## config.mk

```make
export PLATFORM = sky130hd
export DESIGN_NAME = conv_serial_port
export DESIGN_NICKNAME = d
export VERILOG_FILES = /design/src/rtl/conv_serial_port_pkg.sv /design/src/rtl/csp_pin_sync.sv /design/src/rtl/csp_ctrl_shift.sv /design/src/rtl/csp_data_shift.sv /design/src/rtl/conv_serial_port.sv
export SDC_FILE = /design/constraint.sdc
export NUM_CORES = 1
export LEC_CHECK = 0
export CELL_PAD_IN_SITES_DETAIL_PLACEMENT = 1
export CELL_PAD_IN_SITES_GLOBAL_PLACEMENT = 1
export CORE_MARGIN = 3
export CORE_UTILIZATION = 25
export CTS_CLUSTER_SIZE = 25
export DETAILED_ROUTE_END_ITERATION = 10
export DONT_BUFFER_PORTS = 1
export PLACE_DENSITY_LB_ADDON = 0.2
export SLEW_MARGIN = 25
export SYNTH_ARGS = -nofsm -noshare
export SYNTH_HDL_FRONTEND = slang
export SYNTH_SLANG_ARGS = --single-unit
```

## constraint.sdc

```tcl
create_clock -name clk -period 3.1 [get_ports clk]
set_clock_uncertainty 0.2 [all_clocks]
set_input_delay 0.465 -clock clk [delete_from_list [all_inputs] [get_ports clk]]
set_output_delay 0.465 -clock clk [all_outputs]
set_load 0.02 [all_outputs]
```

## src/rtl/conv_serial_port_pkg.sv

```systemverilog
`timescale 1ns/1ps
// Package: shared constants for the converter serial port.
// Assumes: pins are packed into one vector in the bit order given here.
package conv_serial_port_pkg;
    localparam int PIN_N   = 4;
    localparam int PIN_DIN = 0;
    localparam int PIN_CLK = 1;
    localparam int PIN_DIR = 2;
    localparam int PIN_SEL = 3;
    // Idle level of each pin: select high, everything else low.
    localparam logic [PIN_N-1:0] PIN_IDLE = 4'b1000;
endpackage

```

## src/rtl/csp_pin_sync.sv

```systemverilog
`timescale 1ns/1ps
// Module: csp_pin_sync
// Brings asynchronous pins into the clk domain and flags their edges.
// Assumes: every pin is slow compared with clk (several clk cycles per level).
module csp_pin_sync #(
    parameter int N = 4,
    parameter int STAGES = 2,
    parameter logic [N-1:0] IDLE = '0
) (
    input  logic         clk,
    input  logic         rst_n,
    input  logic [N-1:0] raw,
    output logic [N-1:0] level,
    output logic [N-1:0] rise,
    output logic [N-1:0] fall
);
    logic [N-1:0] prev;

    for (genvar g = 0; g < N; g++) begin : g_pin
        logic [STAGES-1:0] chain;
        // Shift chain for metastability settling of one pin.
        always_ff @(posedge clk) begin
            if (!rst_n) chain <= {STAGES{IDLE[g]}};
            else        chain <= {chain[STAGES-2:0], raw[g]};
        end
        assign level[g] = chain[STAGES-1];
    end

    // One-cycle history of the settled levels for edge detection.
    always_ff @(posedge clk) begin
        if (!rst_n) prev <= IDLE;
        else        prev <= level;
    end

    assign rise = level & ~prev;
    assign fall = ~level & prev;
endmodule

```

## src/rtl/csp_ctrl_shift.sv

```systemverilog
`timescale 1ns/1ps
// Module: csp_ctrl_shift
// Receives the control byte MSB first and updates the channel register.
// Assumes: sample_en is a single-cycle pulse per rising serial clock in write mode.
module csp_ctrl_shift #(
    parameter int CTRL_W = 8,
    parameter int SEL_W  = 3,
    parameter int NUM_CH = 5
) (
    input  logic             clk,
    input  logic             rst_n,
    input  logic             clear,
    input  logic             sample_en,
    input  logic             din,
    output logic [SEL_W-1:0] chan
);
    localparam int CNT_W = $clog2(CTRL_W + 1);
    localparam logic [CNT_W-1:0] LAST = CNT_W'(CTRL_W - 1);
    localparam logic [CNT_W-1:0] FULL = CNT_W'(CTRL_W);
    localparam logic [SEL_W:0]   LIM  = (SEL_W + 1)'(NUM_CH);

    logic [CTRL_W-1:0] sh;
    logic [CNT_W-1:0]  cnt;
    logic [CTRL_W-1:0] byte_next;
    logic              load;

    assign byte_next = {sh[CTRL_W-2:0], din};
    assign load = sample_en && (cnt == LAST) && ({1'b0, byte_next[SEL_W-1:0]} < LIM);

    // Shift register and saturating bit counter, cleared while deselected.
    always_ff @(posedge clk) begin
        if (!rst_n) begin
            sh  <= '0;
            cnt <= '0;
        end else if (clear) begin
            cnt <= '0;
        end else if (sample_en && cnt != FULL) begin
            sh  <= byte_next;
            cnt <= cnt + 1'b1;
        end
    end

    // Channel register updates only on a complete byte with a legal code.
    always_ff @(posedge clk) begin
        if (!rst_n)    chan <= '0;
        else if (load) chan <= byte_next[SEL_W-1:0];
    end

    p_chan_legal_r4: assert property (@(posedge clk) disable iff (!rst_n)
        {1'b0, chan} < LIM);
    p_chan_hold_r3: assert property (@(posedge clk) disable iff (!rst_n)
        (sample_en == 1'b0) |=> $stable(chan));
    p_cnt_clear_r9: assert property (@(posedge clk) disable iff (!rst_n)
        clear |=> (cnt == '0));
    p_cnt_sat_r11: assert property (@(posedge clk) disable iff (!rst_n)
        (cnt == FULL && !clear) |=> (cnt == FULL));
endmodule

```

## src/rtl/csp_data_shift.sv

```systemverilog
`timescale 1ns/1ps
// Module: csp_data_shift
// Captures the result at read start and shifts it out MSB first, then zeros.
// Assumes: start and advance are single-cycle pulses and never coincide.
module csp_data_shift #(
    parameter int RES_W = 10
) (
    input  logic             clk,
    input  logic             rst_n,
    input  logic             clear,
    input  logic             start,
    input  logic             advance,
    input  logic [RES_W-1:0] result,
    output logic             bit_o
);
    localparam int CNT_W = $clog2(RES_W + 1);
    localparam logic [CNT_W-1:0] DONE = CNT_W'(RES_W);

    logic [RES_W-1:0] sh;
    logic [CNT_W-1:0] cnt;

    // Snapshot on start, shift in zeros on each falling serial clock.
    always_ff @(posedge clk) begin
        if (!rst_n) begin
            sh  <= '0;
            cnt <= '0;
        end else if (clear) begin
            sh  <= '0;
            cnt <= '0;
        end else if (start) begin
            sh  <= result;
            cnt <= '0;
        end else if (advance) begin
            sh  <= {sh[RES_W-2:0], 1'b0};
            if (cnt != DONE) cnt <= cnt + 1'b1;
        end
    end

    assign bit_o = sh[RES_W-1];

    p_zero_tail_r6: assert property (@(posedge clk) disable iff (!rst_n)
        (cnt == DONE) |-> (bit_o == 1'b0));
    p_snap_hold_r10: assert property (@(posedge clk) disable iff (!rst_n)
        (!start && !advance && !clear) |=> $stable(bit_o));
endmodule

```

## src/rtl/conv_serial_port.sv

```systemverilog
`timescale 1ns/1ps
// Module: conv_serial_port (top)
// Device-side serial port: control byte writes choose the channel, reads
// return the latest result on an enabled data-out line, and a rising direction
// pin while selected issues the end-of-read strobe.
// Assumes: bus pins are asynchronous and slower than clk; result_i is stable
// around the read start.
module conv_serial_port #(
    parameter int RES_W  = 10,
    parameter int CTRL_W = 8,
    parameter int SEL_W  = 3,
    parameter int NUM_CH = 5,
    parameter int SYNC_STAGES = 2
) (
    input  logic             clk,
    input  logic             rst_n,
    input  logic             sel_n,
    input  logic             ser_clk,
    input  logic             dir_rd,
    input  logic             ser_in,
    input  logic [RES_W-1:0] result_i,
    output logic             ser_out,
    output logic             ser_out_en,
    output logic [SEL_W-1:0] chan_o,
    output logic             rd_done_o
);
    import conv_serial_port_pkg::*;

    logic [PIN_N-1:0] pins_raw, lvl, rise, fall;
    logic s_sel_n, s_dir, selected, read_mode;
    logic drive_q, rd_start, rd_adv, wr_sample, shift_bit;

    assign pins_raw = {sel_n, dir_rd, ser_clk, ser_in};

    csp_pin_sync #(
        .N(PIN_N), .STAGES(SYNC_STAGES), .IDLE(PIN_IDLE)
    ) u_sync (
        .clk(clk), .rst_n(rst_n), .raw(pins_raw),
        .level(lvl), .rise(rise), .fall(fall)
    );

    assign s_sel_n   = lvl[PIN_SEL];
    assign s_dir     = lvl[PIN_DIR];
    assign selected  = !s_sel_n;
    assign read_mode = selected && s_dir;
    assign rd_start  = read_mode && !drive_q;
    assign rd_adv    = read_mode && drive_q && fall[PIN_CLK];
    assign wr_sample = selected && !s_dir && rise[PIN_CLK];

    // Output enable follows read mode, so whichever release edge comes first wins.
    always_ff @(posedge clk) begin
        if (!rst_n) drive_q <= 1'b0;
        else        drive_q <= read_mode;
    end

    // End-of-read strobe on a rising direction pin while selected.
    always_ff @(posedge clk) begin
        if (!rst_n) rd_done_o <= 1'b0;
        else        rd_done_o <= rise[PIN_DIR] && selected;
    end

    csp_ctrl_shift #(
        .CTRL_W(CTRL_W), .SEL_W(SEL_W), .NUM_CH(NUM_CH)
    ) u_ctrl (
        .clk(clk), .rst_n(rst_n), .clear(s_sel_n),
        .sample_en(wr_sample), .din(lvl[PIN_DIN]), .chan(chan_o)
    );

    csp_data_shift #(
        .RES_W(RES_W)
    ) u_data (
        .clk(clk), .rst_n(rst_n), .clear(s_sel_n),
        .start(rd_start), .advance(rd_adv), .result(result_i), .bit_o(shift_bit)
    );

    assign ser_out    = drive_q ? shift_bit : 1'b0;
    assign ser_out_en = drive_q;

    p_float_sel_r7: assert property (@(posedge clk) disable iff (!rst_n)
        rise[PIN_SEL] |=> !ser_out_en);
    p_float_dir_r7: assert property (@(posedge clk) disable iff (!rst_n)
        fall[PIN_DIR] |=> !ser_out_en);
    p_strobe_once_r8: assert property (@(posedge clk) disable iff (!rst_n)
        rd_done_o |=> !rd_done_o);
    p_idle_quiet_r2: assert property (@(posedge clk) disable iff (!rst_n)
        (s_sel_n && $past(s_sel_n)) |=> (!ser_out_en && !rd_done_o));
    p_out_zero_r1: assert property (@(posedge clk) disable iff (!rst_n)
        !ser_out_en |-> !ser_out);
endmodule

```

Yosys cells after proc, flatten, opt, wreduce, memory -nomap -nowiden
Cells that the tools add are included.
{"block": "word_totals", "regBits": 32, "latch_bits": 0, "mem_bits_rw": 0, "romBits": 0, "in_bits": 16, "out_inout_bits": 6, "word_cells": 40, "mem_count": 0}
{"block": "classes", "n_addsub": 1, "n_mul": 0, "n_div": 0, "n_lt_le_gt_ge": 1, "n_eq_ne": 2, "n_shift": 0, "mux": 3, "bitwise": 6, "reduce_logical": 16}
{"op": "2-to-1 mux 10 bit", "n": 2}
{"op": "logical AND 1 bit", "n": 10}
{"op": "adder 4 x 1 -> 4 bit (second input constant)", "n": 1}
{"op": "== test 4 x 3 -> 1 bit (second input constant)", "n": 1}
{"op": "inequality test 4 bit (second input constant)", "n": 1}
{"op": "bitwise AND 3 bit", "n": 1}
{"op": "logical NOT 1 bit", "n": 3}
{"op": "less-than comparator 3 bit (second input constant)", "n": 1}
{"op": "inverter 3 bit", "n": 1}
{"op": "bitwise AND 2 bit", "n": 1}
{"op": "inverter 1 bit", "n": 2}
{"op": "inverter 2 bit", "n": 1}
{"op": "AND reduction 2 bit", "n": 1}
{"op": "nonzero test 2 bit", "n": 1}
{"op": "OR reduction 2 bit", "n": 1}
{"op": "2-to-1 mux 1 bit", "n": 1}

Logic depth before layout (Yosys ltp)
{"block": "depth", "ltp_word": 6, "depth_mapped": 6}

By module
Synthesis repeated with hierarchy kept, for this count alone.
{"block": "unflattened", "hier_cells": 138, "area_unflattened_um2": 1401.3}
{"mod": "csp_data_shift", "instances": 1, "cells_per_inst": 45, "area_per_inst_um2": 464.2, "seq_area_each_um2": 200.2}
{"mod": "csp_ctrl_shift", "instances": 1, "cells_per_inst": 48, "area_per_inst_um2": 441.7, "seq_area_each_um2": 180.2}
{"mod": "csp_pin_sync", "instances": 1, "cells_per_inst": 37, "area_per_inst_um2": 406.6, "seq_area_each_um2": 240.2}
{"mod": "conv_serial_port", "instances": 1, "cells_per_inst": 8, "area_per_inst_um2": 88.8, "seq_area_each_um2": 40.0}

Worst setup path after synthesis
No wires, ideal clock.
{"block": "synth_timing", "kind": "register -> register", "start": "register u_ctrl.cnt[0]", "end": "register u_ctrl.sh[0]", "arrival_time_ps": 1166, "slack_ps": 1618, "path_stages_with_launch": 7, "path_buffers": 0, "cell_sequence": "dfxtp_1 inv_1 ha_1 nand2_1 o21ai_1 mux2i_1 nor2b_1"}
{"block": "synth_between", "elab_chain_len": 3}
{"element": "start, declared", "line_no": "csp_ctrl_shift.sv:23", "source": "logic [CNT_W-1:0] cnt;"}
{"element": "start signal, assigned", "line_no": "csp_ctrl_shift.sv:39", "source": "cnt <= cnt + 1'b1;"}
{"element": "inequality test 4 bit", "line_no": "csp_ctrl_shift.sv:37", "source": "end else if (sample_en && cnt != FULL) begin"}
{"element": "logical AND 1 bit", "line_no": "csp_ctrl_shift.sv:37"}
{"element": "AND reduction 2 bit (no line)"}
{"element": "end signal, assigned", "line_no": "csp_ctrl_shift.sv:38", "source": "sh <= byte_next;"}
{"element": "end, declared", "line_no": "csp_ctrl_shift.sv:22", "source": "logic [CTRL_W-1:0] sh;"}
Every way passes these cells.
A chain may end at the register's enable or synchronous reset.

Worst setup path after layout
{"block": "layout_timing", "start": "register drive_q, in the netlist ser_out_en", "end": "output ser_out"}
{"block": "layout_between", "elab_chain_len": 1}
{"element": "start, declared", "line_no": "conv_serial_port.sv:31", "source": "logic drive_q, rd_start, rd_adv, wr_sample, shift_bit;"}
{"element": "start signal, assigned", "line_no": "conv_serial_port.sv:53", "source": "else drive_q <= read_mode;"}
{"element": "2-to-1 mux 1 bit", "line_no": "conv_serial_port.sv:76", "source": "assign ser_out = drive_q ? shift_bit : 1'b0;"}
{"element": "end, declared", "line_no": "conv_serial_port.sv:22", "source": "output logic ser_out,"}
Every way passes these cells.

==> impl_metrics.tcl <==
set metrics [dict create \
    run_status "completed" \
    cts_max_path_buffers 2 \
    hold_violations 0 \
    hold_path_end "u_sync.g_pin[3].chain[0]$_SDFF_PN1_" \
    grt_setup_unrepaired "false" \
    ys_seq_area_share_pct 49.35 \
    slew-limit-headroom_pct 56.81 \
    io_pins 22 \
    synth_nets 136 \
    syn_area_sq_mm 0.001257 \
    hold_depth 1 \
    synth_cell_types 30 \
    antenna_left 0 \
    cts_hold_buf 0 \
    p_leak_nw 0.4590 \
    grt_first_pass_wirelength_mm 4.043 \
    cts_tree "built" \
    path_buf_inv 0 \
    crit_chain "and2_1" \
    port_buffers 0 \
    synth.mux.area_fraction_pct 8.756 \
    power.switching_uw 161.7 \
    drt_first_pass_iters 4 \
    grt_max_degree 21 \
    r2r-end "u_data.sh[1]$_SDFFE_PP0P_" \
    synth_fa_ha_area_share_pct 1.990 \
    tns_ns 0 \
    rrSetupSlack_ns 1.36 \
    grt_util_all_layers_pct 8.685 \
    cts.repair.resized 0 \
    core_area_sq_mm 0.004786 \
    finalPower_uw 832.4 \
    die-area_sq_mm 0.005917 \
    route.vias.total 820 \
    antenna_found_initial 0 \
    max-cap-violations 0 \
    floorplan.initialDensity_pct 26.27 \
    cts_setup_buffers 0 \
    worst_pin_slew_ns 0.6478 \
    rr_worst_depth 4 \
    intPower_uw 670.7 \
    cts-root-buf "clkbuf_8" \
    cp_slowest_cell "dfxtp_1" \
    multi_input_comb_area_sq_um 584.3 \
    critical_path_arrival_ns 1.14 \
    nets 138 \
    min_path_type "in -> reg" \
    worstSetupPathType "reg -> out" \
    post-place-ws_ns 1.358 \
    fin_crit_ns 1.808 \
    setup_ws_ns 1.292 \
    cpLargestDelayFamily "flip-flops" \
    setup_viol 0 \
    combinationalPowerShare_pct 1.5 \
    clkLatencyLatePin_ns 0.28 \
    critical_path.max_fanout 4 \
    nFillCells 552 \
    syn_area_per_cell_sq_um 10.66 \
    synth_top_family_by_area "simple AND/OR/NAND/NOR gates" \
    fmax_mhz 553.2 \
    antennaDiodeCount 0 \
    path_clk_slew_ns 0.07 \
    row_count 25 \
    swShare_pct 19.42 \
    first_global_vias 860 \
    power_frac_seq_pct 49.0 \
    gp_congestion 0.6616 \
    drive_gt1_share_pct 14.88 \
    wl_per_cell_um 12.05 \
    period_share_pct 58.32 \
    fp.dieH_um 76.92 \
    drtIter0Drc 10 \
    cts.htree.levels 2 \
    yosysWarnings 0 \
    clock_power_share_pct 49.5 \
    synth_xor_xnor_area_share_pct 2.090 \
    cp.required_ns 2.43 \
    cts_buffers 5 \
    synthSimpleGateAreaFrac_pct 22.79 \
    overflow 0 \
    hp-start "rst_n" \
    ys_ff_latch 31 \
    final_max_slew_viol_count 0 \
    area_growth_pct 12.44 \
    wirelength_mm 2.266 \
    seq_area_sq_um 620.6 \
    synth_compound_area_share_pct 10.85 \
    reg2reg_from "u_sync.g_pin[2].chain[1]$_SDFF_PN0_" \
    hpwl_mm 1.620 \
    power_density_mw_per_mm2 588.8 \
    start_kind "flip-flop" \
    synth_cells 118 \
    cp-end-kind "primary output" \
    peakVddDrop_v 0.0002004 \
    critPathMaxStageDelay_ns 0.54 \
    drc 0 \
    die_w_um 76.92 \
    numClockSinks 31 \
    vias_per_cell 4.362 \
]
[per-layer routing]
metal	global-route usage, %	share of wire [%]	wire [um]	vias up
met2	13.76	47	1068	22
met5	0	0	0	-
li1	-	-	-	403
met3	4.577	7.9	180	6
met4	3.804	1.6	37	0
met1	9.633	43	980	389
[worst reg2reg max path: stages, from the launching register on]
cell and delay, ns:
dfxtp_1 0.39, nor2b_4 0.18, a21boi_4 0.50, nor3b_1 0.27
nor4_1 0.07
[layout by cell type (no fill, tap or decap), types with 2 or more instances in the layout]
cell	instances
xor2_1	2
dfxtp_1	31
nor2b_1	5
a211oi_2	4
ha_1	2
mux2i_1	11
inv_1	2
nor2_2	2
and2_1	10
nand2_1	5
nor2_1	11
nand4_1	2
o21ai_0	4
clkbuf_8	6
nand3_1	3
nand2b_1	5
a211oi_1	4
[state kept, by name, summed over array words and instances, names as in the netlist]
name                count
u_data.sh              10
u_sync.g_pin.chain      8
u_ctrl.cnt              4
u_ctrl.chan             3
u_ctrl.sh               2
u_sync.prev             2
rd_done_o               1
ser_out_en              1
[synth_stat cells]
cell type | instances | area (sq um)
dfxtp_1 | 31 | 620.6
nand2_1 | 5 | 18.77
a211oi_1 | 4 | 30.03
o21ai_0 | 4 | 20.02
ha_1 | 2 | 25.02
nor4b_4 | 1 | 23.77
nor2_1 | 11 | 41.29
buf_12 | 1 | 20.02
a21oi_1 | 1 | 5.000
mux2i_1 | 11 | 110.1
nand2b_1 | 5 | 31.28
nor2b_4 | 1 | 13.76
a21boi_4 | 1 | 18.77
nand4_1 | 2 | 12.51
buf_6 | 1 | 11.26
xor2_1 | 2 | 17.52
buf_2 | 2 | 10.01
nor2b_1 | 5 | 31.28
nor2_2 | 2 | 12.51
nor4_1 | 1 | 6.260
inv_1 | 2 | 7.510
o21ai_1 | 1 | 5.000
o211ai_1 | 1 | 7.510
and2b_4 | 1 | 10.01
nand3_1 | 3 | 15.01
xnor2_1 | 1 | 8.760
and2_1 | 10 | 62.56
a211oi_2 | 4 | 50.05
nor3b_1 | 1 | 7.510
clkbuf_1 | 1 | 3.750
[area by class of cell]
cell class | instances | area share, %
Sequential cell | 31 | 43.89
Clock inverter | 2 | 2.478
Inverter | 2 | 0.5310
Clock buffer | 6 | 5.841
Multi-Input combinational cell | 80 | 41.33
Tap cell | 67 | 5.929
[kinds of logic after synthesis]
kind of cell,after synthesis
and+or+nand+nor,48
DFF,31
AOI/OAI and AO/OA,16
muxes,11
buffers and inverters,7
xor gates and xnor gates,3
adders and majority gates,2
[how the worst max path moves through the flow]
stage	cells after the start	slack, ns	end	from
3_3_place_gp	4	1.42	u_data.sh[1]$_SDFFE_PP0P_	u_sync.g_pin[2].chain[1]$_SDFF_PN0_
2_1_floorplan	6	1.62	u_ctrl.sh[0]$_SDFFE_PN0P_	u_ctrl.cnt[0]$_SDFFE_PP0P_
3_5_place_dp	4	1.36	u_data.sh[1]$_SDFFE_PP0P_	u_sync.g_pin[2].chain[1]$_SDFF_PN0_
6_report	1	1.29	ser_out	ser_out_en$_SDFF_PN0_
5_1_grt	1	1.21	ser_out	ser_out_en$_SDFF_PN0_
4_1_cts	1	1.26	ser_out	ser_out_en$_SDFF_PN0_
[power groups by stage]
stage	logic (mW)	clock network (mW)	registers, mW
2_1_floorplan	0.0147	0	0.416
3_3_place_gp	0.0125	0	0.416
3_5_place_dp	0.0127	0	0.417
4_1_cts	0.0128	0.427	0.408
5_1_grt	0.0141	0.445	0.408
6_report	0.0125	0.412	0.408
[metrics by stage]
| step | util [%] | instances | instance area (sq um) | hold slack, ns |
|---|---|---|---|---|
| after floorplan | - | 118 | 1257 | 0.1674 |
| after global placement | 27.08 | 180 | 1296 | 0.1794 |
| after detailed placement | 27.08 | 180 | 1296 | 0.1776 |
| after CTS | 29.54 | 188 | 1414 | 0.04792 |
| after global routing | 29.54 | 188 | 1414 | 0.04686 |
| final | 29.54 | 188 | 1414 | 0.06052 |
Note: power is estimated with default switching activity, not from simulation.
